**src/rtl/msclk_pkg.sv**
```systemverilog
package msclk_pkg;

    localparam int unsigned DEF_CLK_W  = 48;
    localparam int unsigned DEF_FRAC_W = 32;

    // action chosen by the once-per-second controller
    typedef enum logic [1:0] {
        SLEW_HOLD = 2'd0,
        SLEW_UP   = 2'd1,
        SLEW_DOWN = 2'd2,
        SLEW_PROP = 2'd3
    } slew_act_e;

    // outcome of one tick of the fractional accumulator
    typedef struct packed {
        logic                  carry;
        logic [DEF_FRAC_W-1:0] frac;
    } acc_res_t;

endpackage

```
**src/rtl/msclk_prescale.sv**
```systemverilog
module msclk_prescale
    import msclk_pkg::*;
#(
    parameter int unsigned          CLK_W    = DEF_CLK_W,
    parameter int unsigned          FRAC_W   = DEF_FRAC_W,
    parameter logic [FRAC_W-1:0]    TICK_INC = 32'h3333_3333,
    parameter logic [CLK_W-1:0]     MS_INC   = 48'd1
) (
    input  logic              clk,
    input  logic              rst,
    input  logic              tick_i,
    input  logic [FRAC_W-1:0] adj_i,
    output logic [FRAC_W-1:0] frac_o,
    output logic [CLK_W-1:0]  time_ms_o
);

    // three guard bits: sign plus room for two full-width unsigned terms
    localparam int unsigned SUM_W = FRAC_W + 3;

    logic [FRAC_W-1:0]       frac_q;
    logic [CLK_W-1:0]        ms_q;
    logic signed [SUM_W-1:0] sum_s;
    logic                    carry;

    always_comb begin
        sum_s = $signed({3'b000, frac_q})
              + $signed({3'b000, TICK_INC})
              + $signed({{3{adj_i[FRAC_W-1]}}, adj_i});
        // a carry is a non-negative sum that reached 2^FRAC_W
        carry = !sum_s[SUM_W-1] && (sum_s[SUM_W-2:FRAC_W] != '0);
    end

    always_ff @(posedge clk) begin
        if (rst) begin
            frac_q <= '0;
            ms_q   <= '0;
        end else if (tick_i) begin
            frac_q <= sum_s[FRAC_W-1:0];
            if (carry) ms_q <= ms_q + MS_INC;
        end
    end

    assign frac_o    = frac_q;
    assign time_ms_o = ms_q;

endmodule

```
**src/rtl/msclk_slew.sv**
```systemverilog
module msclk_slew
    import msclk_pkg::*;
#(
    parameter int unsigned OFS_W      = DEF_FRAC_W,
    parameter int unsigned SLEW_LIMIT = 128,
    parameter int unsigned SLEW_STEP  = 8,
    parameter int unsigned PHI_SHIFT  = 2
) (
    input  logic             clk,
    input  logic             rst,
    input  logic             sec_i,
    input  logic             ofs_load_i,
    input  logic [OFS_W-1:0] ofs_i,
    input  logic             adj_load_i,
    input  logic [OFS_W-1:0] adj_load_val_i,
    output logic [OFS_W-1:0] adj_o,
    output logic [OFS_W-1:0] pend_o
);

    localparam logic [OFS_W:0]   LIMIT_V = (OFS_W+1)'(SLEW_LIMIT);
    localparam logic [OFS_W-1:0] STEP_V  = OFS_W'(SLEW_STEP);

    logic [OFS_W-1:0] adj_q, pend_q, adj_d, pend_d;
    logic [OFS_W-1:0] eval_ofs;
    logic [OFS_W:0]   mag;
    logic             big;
    slew_act_e        act;

    always_comb begin
        // a fresh load in the strobe cycle is the one evaluated
        eval_ofs = ofs_load_i ? ofs_i : pend_q;
        mag      = eval_ofs[OFS_W-1] ? ({1'b0, ~eval_ofs} + 1'b1) : {1'b0, eval_ofs};
        big      = (mag >= LIMIT_V);

        if (!sec_i)                act = SLEW_HOLD;
        else if (!big)             act = SLEW_PROP;
        else if (eval_ofs[OFS_W-1]) act = SLEW_DOWN;
        else                       act = SLEW_UP;

        unique case (act)
            SLEW_UP:   adj_d = adj_q + STEP_V;
            SLEW_DOWN: adj_d = adj_q - STEP_V;
            SLEW_PROP: adj_d = OFS_W'($signed(eval_ofs) >>> PHI_SHIFT);
            default:   adj_d = adj_q;
        endcase
        if (adj_load_i) adj_d = adj_load_val_i;

        if (sec_i)           pend_d = big ? eval_ofs : '0;
        else if (ofs_load_i) pend_d = ofs_i;
        else                 pend_d = pend_q;
    end

    always_ff @(posedge clk) begin
        if (rst) begin
            adj_q  <= '0;
            pend_q <= '0;
        end else begin
            adj_q  <= adj_d;
            pend_q <= pend_d;
        end
    end

    assign adj_o  = adj_q;
    assign pend_o = pend_q;

endmodule

```
**src/rtl/msclk_discipline.sv**
```systemverilog
module msclk_discipline
    import msclk_pkg::*;
#(
    parameter int unsigned          CLK_W      = DEF_CLK_W,
    parameter int unsigned          FRAC_W     = DEF_FRAC_W,
    parameter logic [FRAC_W-1:0]    TICK_INC   = 32'h3333_3333,
    parameter logic [CLK_W-1:0]     MS_INC     = 48'd1,
    parameter int unsigned          SLEW_LIMIT = 128,
    parameter int unsigned          SLEW_STEP  = 8,
    parameter int unsigned          PHI_SHIFT  = 2
) (
    input  logic              clk,
    input  logic              rst,
    input  logic              tick_i,
    input  logic              sec_i,
    input  logic              ofs_load_i,
    input  logic [FRAC_W-1:0] ofs_i,
    input  logic              adj_load_i,
    input  logic [FRAC_W-1:0] adj_load_val_i,
    output logic [CLK_W-1:0]  time_ms_o,
    output logic [FRAC_W-1:0] frac_o,
    output logic [FRAC_W-1:0] adj_o,
    output logic [FRAC_W-1:0] pend_o
);

    logic [FRAC_W-1:0] adj_w;

    msclk_slew #(
        .OFS_W      (FRAC_W),
        .SLEW_LIMIT (SLEW_LIMIT),
        .SLEW_STEP  (SLEW_STEP),
        .PHI_SHIFT  (PHI_SHIFT)
    ) u_slew (
        .clk            (clk),
        .rst            (rst),
        .sec_i          (sec_i),
        .ofs_load_i     (ofs_load_i),
        .ofs_i          (ofs_i),
        .adj_load_i     (adj_load_i),
        .adj_load_val_i (adj_load_val_i),
        .adj_o          (adj_w),
        .pend_o         (pend_o)
    );

    // the accumulator sees the registered adjustment, so a tick in a
    // strobe cycle uses the value from before that strobe
    msclk_prescale #(
        .CLK_W    (CLK_W),
        .FRAC_W   (FRAC_W),
        .TICK_INC (TICK_INC),
        .MS_INC   (MS_INC)
    ) u_pre (
        .clk       (clk),
        .rst       (rst),
        .tick_i    (tick_i),
        .adj_i     (adj_w),
        .frac_o    (frac_o),
        .time_ms_o (time_ms_o)
    );

    assign adj_o = adj_w;

endmodule

```
**config.mk**
```make
export PLATFORM = sky130hd
export DESIGN_NAME = msclk_discipline
export DESIGN_NICKNAME = d
export VERILOG_FILES = /design/src/rtl/msclk_pkg.sv /design/src/rtl/msclk_prescale.sv /design/src/rtl/msclk_slew.sv /design/src/rtl/msclk_discipline.sv
export SDC_FILE = /design/constraint.sdc
export NUM_CORES = 1
export LEC_CHECK = 0
export ABC_AREA = 1
export BUFFER_PORTS_ARGS = -buffer_cell sky130_fd_sc_hd__buf_2
export CAP_MARGIN = 20
export CORE_ASPECT_RATIO = 2
export CORE_MARGIN = 3
export CORE_UTILIZATION = 55
export DETAILED_ROUTE_END_ITERATION = 7
export PLACE_DENSITY = 0.76
export SYNTH_ARGS = -nofsm -noshare
export SYNTH_HDL_FRONTEND = slang
export SYNTH_SLANG_ARGS = --single-unit
```
**constraint.sdc**
```tcl
create_clock -name clk -period 6.4 [get_ports clk]
set_clock_uncertainty 0.2 [all_clocks]
set_input_delay 0.64 -clock clk [delete_from_list [all_inputs] [get_ports clk]]
set_output_delay 0.64 -clock clk [all_outputs]
set_load 0.01 [all_outputs]
```
==> impl_metrics.yaml, run 1 <==
detailed_routing:
  vias_per_cell: 5.79
  postRouteAntennaNets: 0
  num_vias: 14547
  route.detailed.wl_per_inst_um: 19.8
  drtIter0Drc: 1253
  drc: 0
  wl_mm: 49.8
  drt_pass1_iterations: 6
yosys:
  synth_seq_cells: 144
  ys_seq_area_frac: 0.237
  yosysWarnings: 0
  ys_async_sr_fraction: 0
  syn_inst: 2039
  synth.avg_cell_area_um2: 5.97
  synth_edf_count: 0
  ys.flop_type: "dfxtp_1"
  synth_area_um2: 12200
  yosysUniqueCellTypes: 51
  syn_nets: 2148
min_path:
  holdPathStages: 3
  hold_end: "u_slew.adj_o[9]"
  min_path_type: "in -> reg"
  hp-start: "adj_load_val_i[9]"
finish:
  insertedDiodeCount: 0
  drive_above_1_share: 0.164
  layout_common_cells: "nand2_1 (575), inv_1 (265), nor2_1 (223), buf_2 (214), dfxtp_1 (144)"
  final_nets: 2335
  area_growth_pct: 15.2
  nFillCells: 2133
  fin_util: 0.647
  layout_commonest_cell: "nand2_1"
outcome:
  outcome: "completed"
pwr:
  leakage_nw: 6.74
  ir_drop_uv: 266
  power_density_nw_per_um2: 248
timing:
  relSlewSlack: 0.249
  holdWs_ns: 0.266
  setup_slack_ns: 0.574
  worst_slew_pin_slew_ns: 1.12
  rsz0062_at_grt: "false"
  drv_slew: 0
  finalCritPeriodShare: 0.910
  setup_viol: 0
  setup_tns_ns: 0
  hold_violations: 0
  max_freq_ghz: 0.172
  period_minus_slack_ns: 5.83
cts:
  clock-sinks: 144
  cts_tree: "yes"
  clock_path_buffers: 2
  cts_setup_buffers: 0
  path_clk_slew_ns: 0.07
  clk_latency_ns: 0.46
  cts.htree.levels: 4
  numCtsBuffers: 17
  cts_root_buf: "clkbuf_16"
flow_run:
  drv_cap: 0
worst_setup_path:
  slowest_stage: "dfxtp_1"
  regToRegStartpoint: "u_pre.frac_o[2]"
  worst_setup_path_end_kind: "flip-flop"
  cp_data_required_time_ns: 6.52
  critPathArrivalTime_ns: 5.94
  critPathKind: "reg -> reg"
  crit_path_max_incr_delay_ns: 0.36
  critPathLaunchType: "flip-flop"
  cp_max_fo: 46
  r2r_slack_ns: 0.57
  r2r-end: "u_pre.time_ms_o[9]"
  reg2reg_depth: 37
  path_common_cell: "nand2_1"
place:
  place_ws_ns: 0.562
  portBuffers: 213
  dpl.hpwl_mm: 38.9
  place.gp.congestion: 1.05
global_routing:
  grt_max_degree: 57
  antenna_found_initial: 0
  grt_pass1_vias: 14247
  grtUsageTotal: 0.404
  overflow: 0
  grt_pass1_wl_mm: 75.1
die:
  core_area_um2: 21700
  die-area_um2: 24100
  num_rows: 76
  fp.dieH_um: 216
  fp.dieW_um: 111
  start_util: 0.562
  io-pin-count: 214
## flip-flops by register name (all words and copies together) (netlist names)
register         flops
u_slew.adj_o        32
u_slew.pend_o       32
u_pre.frac_o        32
u_pre.time_ms_o     48
## synth_stat cells (6+ instances only)
| master | n | area [um2] |
|---|---|---|
| xor2_1 | 70 | 613 |
| nand2_1 | 575 | 2160 |
| nor4_1 | 13 | 81.3 |
| a31oi_1 | 14 | 87.6 |
| a22oi_1 | 18 | 135 |
| nand4_1 | 16 | 100 |
| o21ai_0 | 88 | 440 |
| nor2_2 | 30 | 188 |
| a21oi_1 | 143 | 716 |
| ha_1 | 38 | 475 |
| o211ai_1 | 6 | 45.0 |
| o41ai_1 | 24 | 210 |
| clkbuf_1 | 36 | 135 |
| nand2_2 | 40 | 250 |
| o21ai_1 | 10 | 50.1 |
| inv_1 | 265 | 995 |
| xnor2_1 | 24 | 210 |
| nand3_1 | 127 | 636 |
| buf_2 | 11 | 55.1 |
| buf_6 | 9 | 101 |
| nand3b_1 | 10 | 75.1 |
| dfxtp_1 | 144 | 2880 |
| nor3_1 | 39 | 195 |
| nor2_1 | 226 | 848 |
| inv_2 | 11 | 41.3 |
## metal layers
layer / up-vias / track usage / routed length [um]
met5: - / 0 / 0
met4: 0 / 0.387 / 6020
met3: 319 / 0.0911 / 3320
met2: 771 / 0.743 / 25200
met1: 6519 / 0.347 / 15300
li1: 6938 / - / -
## area by class of cell
| cell class | count | area [um2] | area share |
|---|---|---|---|
| repair buffers | 232 | 1210 | 0.0863 |
| clock inverters | 15 | 199 | 0.0142 |
| multi-input cells | 1553 | 7920 | 0.565 |
| clock buffers | 17 | 425 | 0.0303 |
| inverters | 278 | 1040 | 0.0744 |
| flip-flops and latches | 144 | 2880 | 0.206 |
| well taps | 273 | 342 | 0.0244 |
## cell families after synthesis
family | synth area share
and+or+nand+nor | 0.387
buffers and inverters | 0.114
AOI/OAI and AO/OA | 0.153
DFF | 0.237
xor gates and xnor gates | 0.0689
adders and majority gates | 0.0407
## where the power goes
group	internal [W]	switching, W	total [W]
logic	0.000449	0.000862	0.00131
registers	0.000970	0.000107	0.00108
clock network	0.000626	0.000460	0.00109
## metrics by stage
| step | power [W] | cell area (um2) | instances |
|---|---|---|---|
| after floorplan | 0.00197 | 12200 | 2039 |
| after global placement | 0.00234 | 13400 | 2479 |
| after detailed placement | 0.00236 | 13400 | 2479 |
| after global routing | 0.00365 | 14000 | 2512 |
| after CTS | 0.00344 | 14000 | 2511 |
| final | 0.00347 | 14000 | 2512 |
## worst max-delay path: cells and delay by family (launching register included)
kind | cells | cell delay [ns]
and+or+nand+nor | 19 | 1.99
AOI/OAI and AO/OA | 9 | 1.66
buffers and inverters | 6 | 0.77
DFF | 1 | 0.36
adders and majority gates | 1 | 0.36
xor gates and xnor gates | 2 | 0.31
## timing repair
action	CTS	global route
endpoints found under the setup margin	0	45
hold buffers	0	0
resized for setup	0	4
## how the worst max path moves through the flow
stage                                to  cells after the start             from
global placement    u_pre.time_ms_o[21]                     37  u_pre.frac_o[2]
detailed placement  u_pre.time_ms_o[21]                     37  u_pre.frac_o[2]
floorplan           u_pre.time_ms_o[34]                     38  u_pre.frac_o[2]
CTS                 u_pre.time_ms_o[21]                     37  u_pre.frac_o[2]
finish               u_pre.time_ms_o[9]                     37  u_pre.frac_o[2]
global route         u_pre.time_ms_o[9]                     37  u_pre.frac_o[2]
Note: power is estimated with default switching activity, not from simulation.
==> run 2, diff against run 1 <==
- clock period: 6.4 -> 5.9 ns (I/O delays scaled with it)
==> impl_metrics.yaml, run 2 (same netlist as run 1, synthesis figures left out) <==
pwr:
  ir_drop_uv: 236
  leakage_nw: 6.74
  power_density_nw_per_um2: 262
finish:
  layout_common_cells: "nand2_1 (575), inv_1 (264), nor2_1 (221), buf_2 (215), dfxtp_1 (144)"
  drive_above_1_share: 0.168
  nFillCells: 2154
  final_nets: 2340
  layout_commonest_cell: "nand2_1"
  largest_reg_flops: 48
  finalInstanceArea_um2: 14000
  insertedDiodeCount: 0
  area_growth_pct: 15.3
timing:
  worst_slew_pin_slew_ns: 1.23
  period_minus_slack_ns: 5.38
  setup_viol: 0
  max_freq_ghz: 0.186
  drv_slew: 0
  setup_tns_ns: 0
  finalCritPeriodShare: 0.911
  hold_violations: 0
  rsz0062_at_grt: "false"
  relSlewSlack: 0.172
cts:
  cts_root_buf: "clkbuf_16"
  cts.htree.levels: 4
  clock_path_buffers: 2
  numCtsBuffers: 17
  path_clk_slew_ns: 0.07
  clk_latency_ns: 0.46
  cts_hold_buffers: 0
  cts_tree: "yes"
  clock-sinks: 144
detailed_routing:
  drc: 1
  num_vias: 14390
  drtIter0Drc: 1166
  route.detailed.wl_per_inst_um: 19.5
  vias_per_cell: 5.72
  drt_pass1_iterations: 8
  postRouteAntennaNets: 0
  wl_mm: 49.0
place:
  place.gp.congestion: 1.04
  portBuffers: 213
  dpl.hpwl_mm: 38.1
  placedInstanceArea_um2: 13400
global_routing:
  overflow: 0
  grt_pass1_wl_mm: 73.2
  grtUsageTotal: 0.394
  grt_pass1_vias: 13862
  grt_max_degree: 63
  antenna_found_initial: 0
min_path:
  min_path_type: "in -> reg"
  holdPathStages: 3
  hp-start: "adj_load_val_i[8]"
  hold_end: "u_slew.adj_o[8]"
die:
  die-area_um2: 24100
  num_rows: 76
  core_area_um2: 21700
  fp.dieH_um: 216
  io-pin-count: 214
  start_util: 0.562
  fp.dieW_um: 111
flow_run:
  drv_cap: 0
worst_setup_path:
  r2r-end: "u_pre.time_ms_o[9]"
  r2r_slack_ns: 0.52
  reg2reg_depth: 37
  critPathArrivalTime_ns: 5.50
  slowest_stage: "ha_1"
  regToRegStartpoint: "u_pre.frac_o[1]"
  crit_path_max_incr_delay_ns: 0.35
  cp_data_required_time_ns: 6.03
  cp_max_fo: 46
  critPathKind: "reg -> reg"
  path_common_cell: "nand2_1"
  worst_setup_path_end_kind: "flip-flop"
  critPathLaunchType: "flip-flop"
outcome:
  outcome: "finished, violations left"
  violations: "design-rule violations"
[run 2: changes by cell type in the layout (fill, tap and decap cells not counted), moves of 2 or more]
cell       change
a21oi_1        -2
bufinv_16      -2
inv_8          -2
clkinv_2       +3
nor2_1         -2
buf_4          +2
a21oi_2        +2
[run 2: layout make-up]
class                      instances  area, um2  share of cell area
clock buffer                      18        429              0.0306
clock inverter                    14        130             0.00927
inverter                         278       1040              0.0743
multi-input combinational       1553       7950               0.566
sequential                       144       2880               0.205
tap                              273        342              0.0243
timing repair buffer             237       1260              0.0901
[run 2: worst max-delay path by stage]
stage | start | end | slack, ns
after floorplan | u_pre.frac_o[2] | u_pre.time_ms_o[34] | 0.64
after global placement | u_pre.frac_o[2] | u_pre.time_ms_o[21] | 0.29
after detailed placement | u_pre.frac_o[2] | u_pre.time_ms_o[19] | 0.09
after CTS | u_pre.frac_o[1] | u_pre.time_ms_o[19] | 0.06
after global routing | u_pre.frac_o[1] | u_pre.time_ms_o[9] | 0.01
final | u_pre.frac_o[1] | u_pre.time_ms_o[9] | 0.52
[run 2: metal layers]
layer  vias up  wire length, um  track usage
met3       266             2770       0.0668
li1       6957                -            -
met1      6496            15500        0.349
met2       671            25500        0.737
met5         -                0            0
met4         0             5200        0.360
[run 2: worst max-delay path: cells and delay by family (launching register included)]
kind,cells,cell delay (ns)
adders and majority gates,1,0.35
xor gates and xnor gates,2,0.31
and+or+nand+nor,19,1.91
DFF,1,0.34
AOI/OAI and AO/OA,9,1.43
buffers and inverters,6,0.68
[run 2: metrics by stage]
stage	util	setup WS [ns]	hold slack [ns]	total power, W	std cells
2_1_floorplan	-	0.635	0.308	0.00214	2039
3_3_place_gp	0.618	0.286	0.282	0.00255	2481
3_5_place_dp	0.618	0.0867	0.288	0.00257	2481
4_1_cts	0.644	0.0570	0.198	0.00363	2513
5_1_grt	0.648	0.0135	0.218	0.00386	2517
6_report	0.648	0.523	0.208	0.00368	2517
[run 2: what timing repair did]
action,4_1_cts,5_1_grt
endpoints found under the setup margin,0,48
buffers inserted,0,2
resized for setup,0,14
[run 2: power breakdown]
part	leakage [nW]	internal [W]	switching, W
Sequential	1.18	0.00105	0.000117
Combinational	5.29	0.000502	0.000931
Clock	0.265	0.000584	0.000490
==> run 3, diff against run 2 <==
- GPL_TIMING_DRIVEN: unset -> 0
- REMOVE_ABC_BUFFERS: unset -> 1
==> impl_metrics.yaml, run 3 (same netlist as run 1, synthesis figures left out) <==
outcome:
  outcome: "completed"
flow_run:
  drv_cap: 0
worst_setup_path:
  cp_data_required_time_ns: 6.03
  critPathArrivalTime_ns: 5.63
  worst_setup_path_end_kind: "flip-flop"
  r2r_slack_ns: 0.44
  critPathLaunchType: "input port"
  critPathKind: "in -> reg"
  cp_max_fo: 40
timing:
  worst_slew_pin_slew_ns: 1.18
  setup_tns_ns: 0
  relSlewSlack: 0.200
  max_freq_ghz: 0.182
  setup_viol: 0
  period_minus_slack_ns: 5.49
  drv_slew: 0
  hold_violations: 0
  holdWs_ns: 0.207
  finalCritPeriodShare: 0.931
die:
  fp.dieW_um: 111
  io-pin-count: 214
  start_util: 0.562
  die-area_um2: 24100
  fp.dieH_um: 216
  num_rows: 76
  core_area_um2: 21700
finish:
  area_growth_pct: 17.0
  nFillCells: 2096
  seq_area_um2: 2880
  insertedDiodeCount: 0
  multi_input_area_um2: 8000
  layout_commonest_cell: "nand2_1"
  layout_common_cells: "nand2_1 (572), inv_1 (264), nor2_1 (221), buf_2 (212), dfxtp_1 (143)"
  final_cells: 2517
  finalInstanceArea_um2: 14300
  drive_above_1_share: 0.171
  final_nets: 2340
  largest_reg_flops: 48
place:
  dpl.hpwl_mm: 36.8
  place.gp.congestion: 1.05
  portBuffers: 213
  placedInstanceArea_um2: 13500
  dp_cells: 2470
detailed_routing:
  postRouteAntennaNets: 0
  route.detailed.wl_per_inst_um: 18.8
  drt_pass1_iterations: 5
  drc: 0
  num_vias: 14251
  wl_mm: 47.3
  drtIter0Drc: 1074
  vias_per_cell: 5.66
global_routing:
  grt_max_degree: 79
  met3_usage: 0.0620
  antenna_found_initial: 0
  use_met2: 0.730
  grtUsageMet1: 0.321
  overflow: 0
  grt_busiest_layer: "met2"
  grt_pass1_wl_mm: 71.6
  grtUsageTotal: 0.383
  grt_pass1_vias: 13804
cts:
  cts_root_buf: "clkbuf_16"
  cts.htree.levels: 4
  path_clk_slew_ns: 0.06
  cts_hold_buffers: 0
  clk_latency_ns: 0.46
  cts_tree: "yes"
  numCtsBuffers: 17
  clock-sinks: 144
  clock_path_buffers: 2
min_path:
  min_path_type: "in -> reg"
pwr:
  ir_drop_uv: 242
  leakage_nw: 6.80
  power_density_nw_per_um2: 260
-- run 3: stage by stage --
step	power, W	util	setup slack [ns]
after floorplan	0.00210	-	-0.433
after detailed placement	0.00255	0.621	-1.35
after global routing	0.00393	0.657	-0.0137
after CTS	0.00367	0.652	0.0165
final	0.00371	0.657	0.407
after global placement	0.00248	0.611	-2.62
-- run 3: final cells by class --
cell class              count  area share
clock inverters            12     0.00930
clock buffers              20      0.0320
repair buffers            235      0.0973
flip-flops and latches    144       0.202
well taps                 273      0.0240
inverters                 278      0.0736
multi-input cells        1555       0.561
-- run 3: report_power, final --
| part | switching, W | leakage (nW) | internal (W) | total (W) |
|---|---|---|---|---|
| clock | 0.000465 | 0.271 | 0.000644 | 0.00111 |
| combinational | 0.000894 | 5.35 | 0.000538 | 0.00143 |
| sequential | 0.000120 | 1.18 | 0.00105 | 0.00117 |
-- run 3: timing repair --
action | CTS | global route
endpoints found under the hold margin | 0 | 0
gates cloned | 0 | 2
setup endpoints to repair | 105 | 105
resized for setup | 10 | 18
pin swaps | 0 | 6
setup buffers | 5 | 6
-- run 3: routing by layer --
metal  wire length, um  share of wire
met5                 0              0
met4              5560           0.12
met3              2520          0.053
met2             24800           0.52
met1             14400           0.30
-- run 3: critical path, stage by stage --
cell and delay (ns):
buf_6 0.29, inv_4 0.22, o21ai_2 0.28, ha_1 0.21
nand3_1 0.08, nor2_1 0.21, nand2_1 0.17, nor2_4 0.22
nand3_1 0.18, nand2_1 0.10, nand2_1 0.05, a21oi_1 0.12
nand2_1 0.07, nor2_2 0.29, nand3_4 0.21, nor2_1 0.62
buf_6 0.25, clkinv_1 0.68, nand2_4 0.64, nor2_1 0.09
-- run 3: worst paths after layout --
kind	startpoint	to	depth (start not counted)
hold reg to reg	u_pre.time_ms_o[47]	u_pre.time_ms_o[47]	2
setup / recovery	ofs_load_i	u_slew.pend_o[30]	20
hold / removal	adj_load_val_i[7]	u_slew.adj_o[7]	3
setup reg to reg	u_pre.frac_o[0]	u_pre.time_ms_o[14]	38
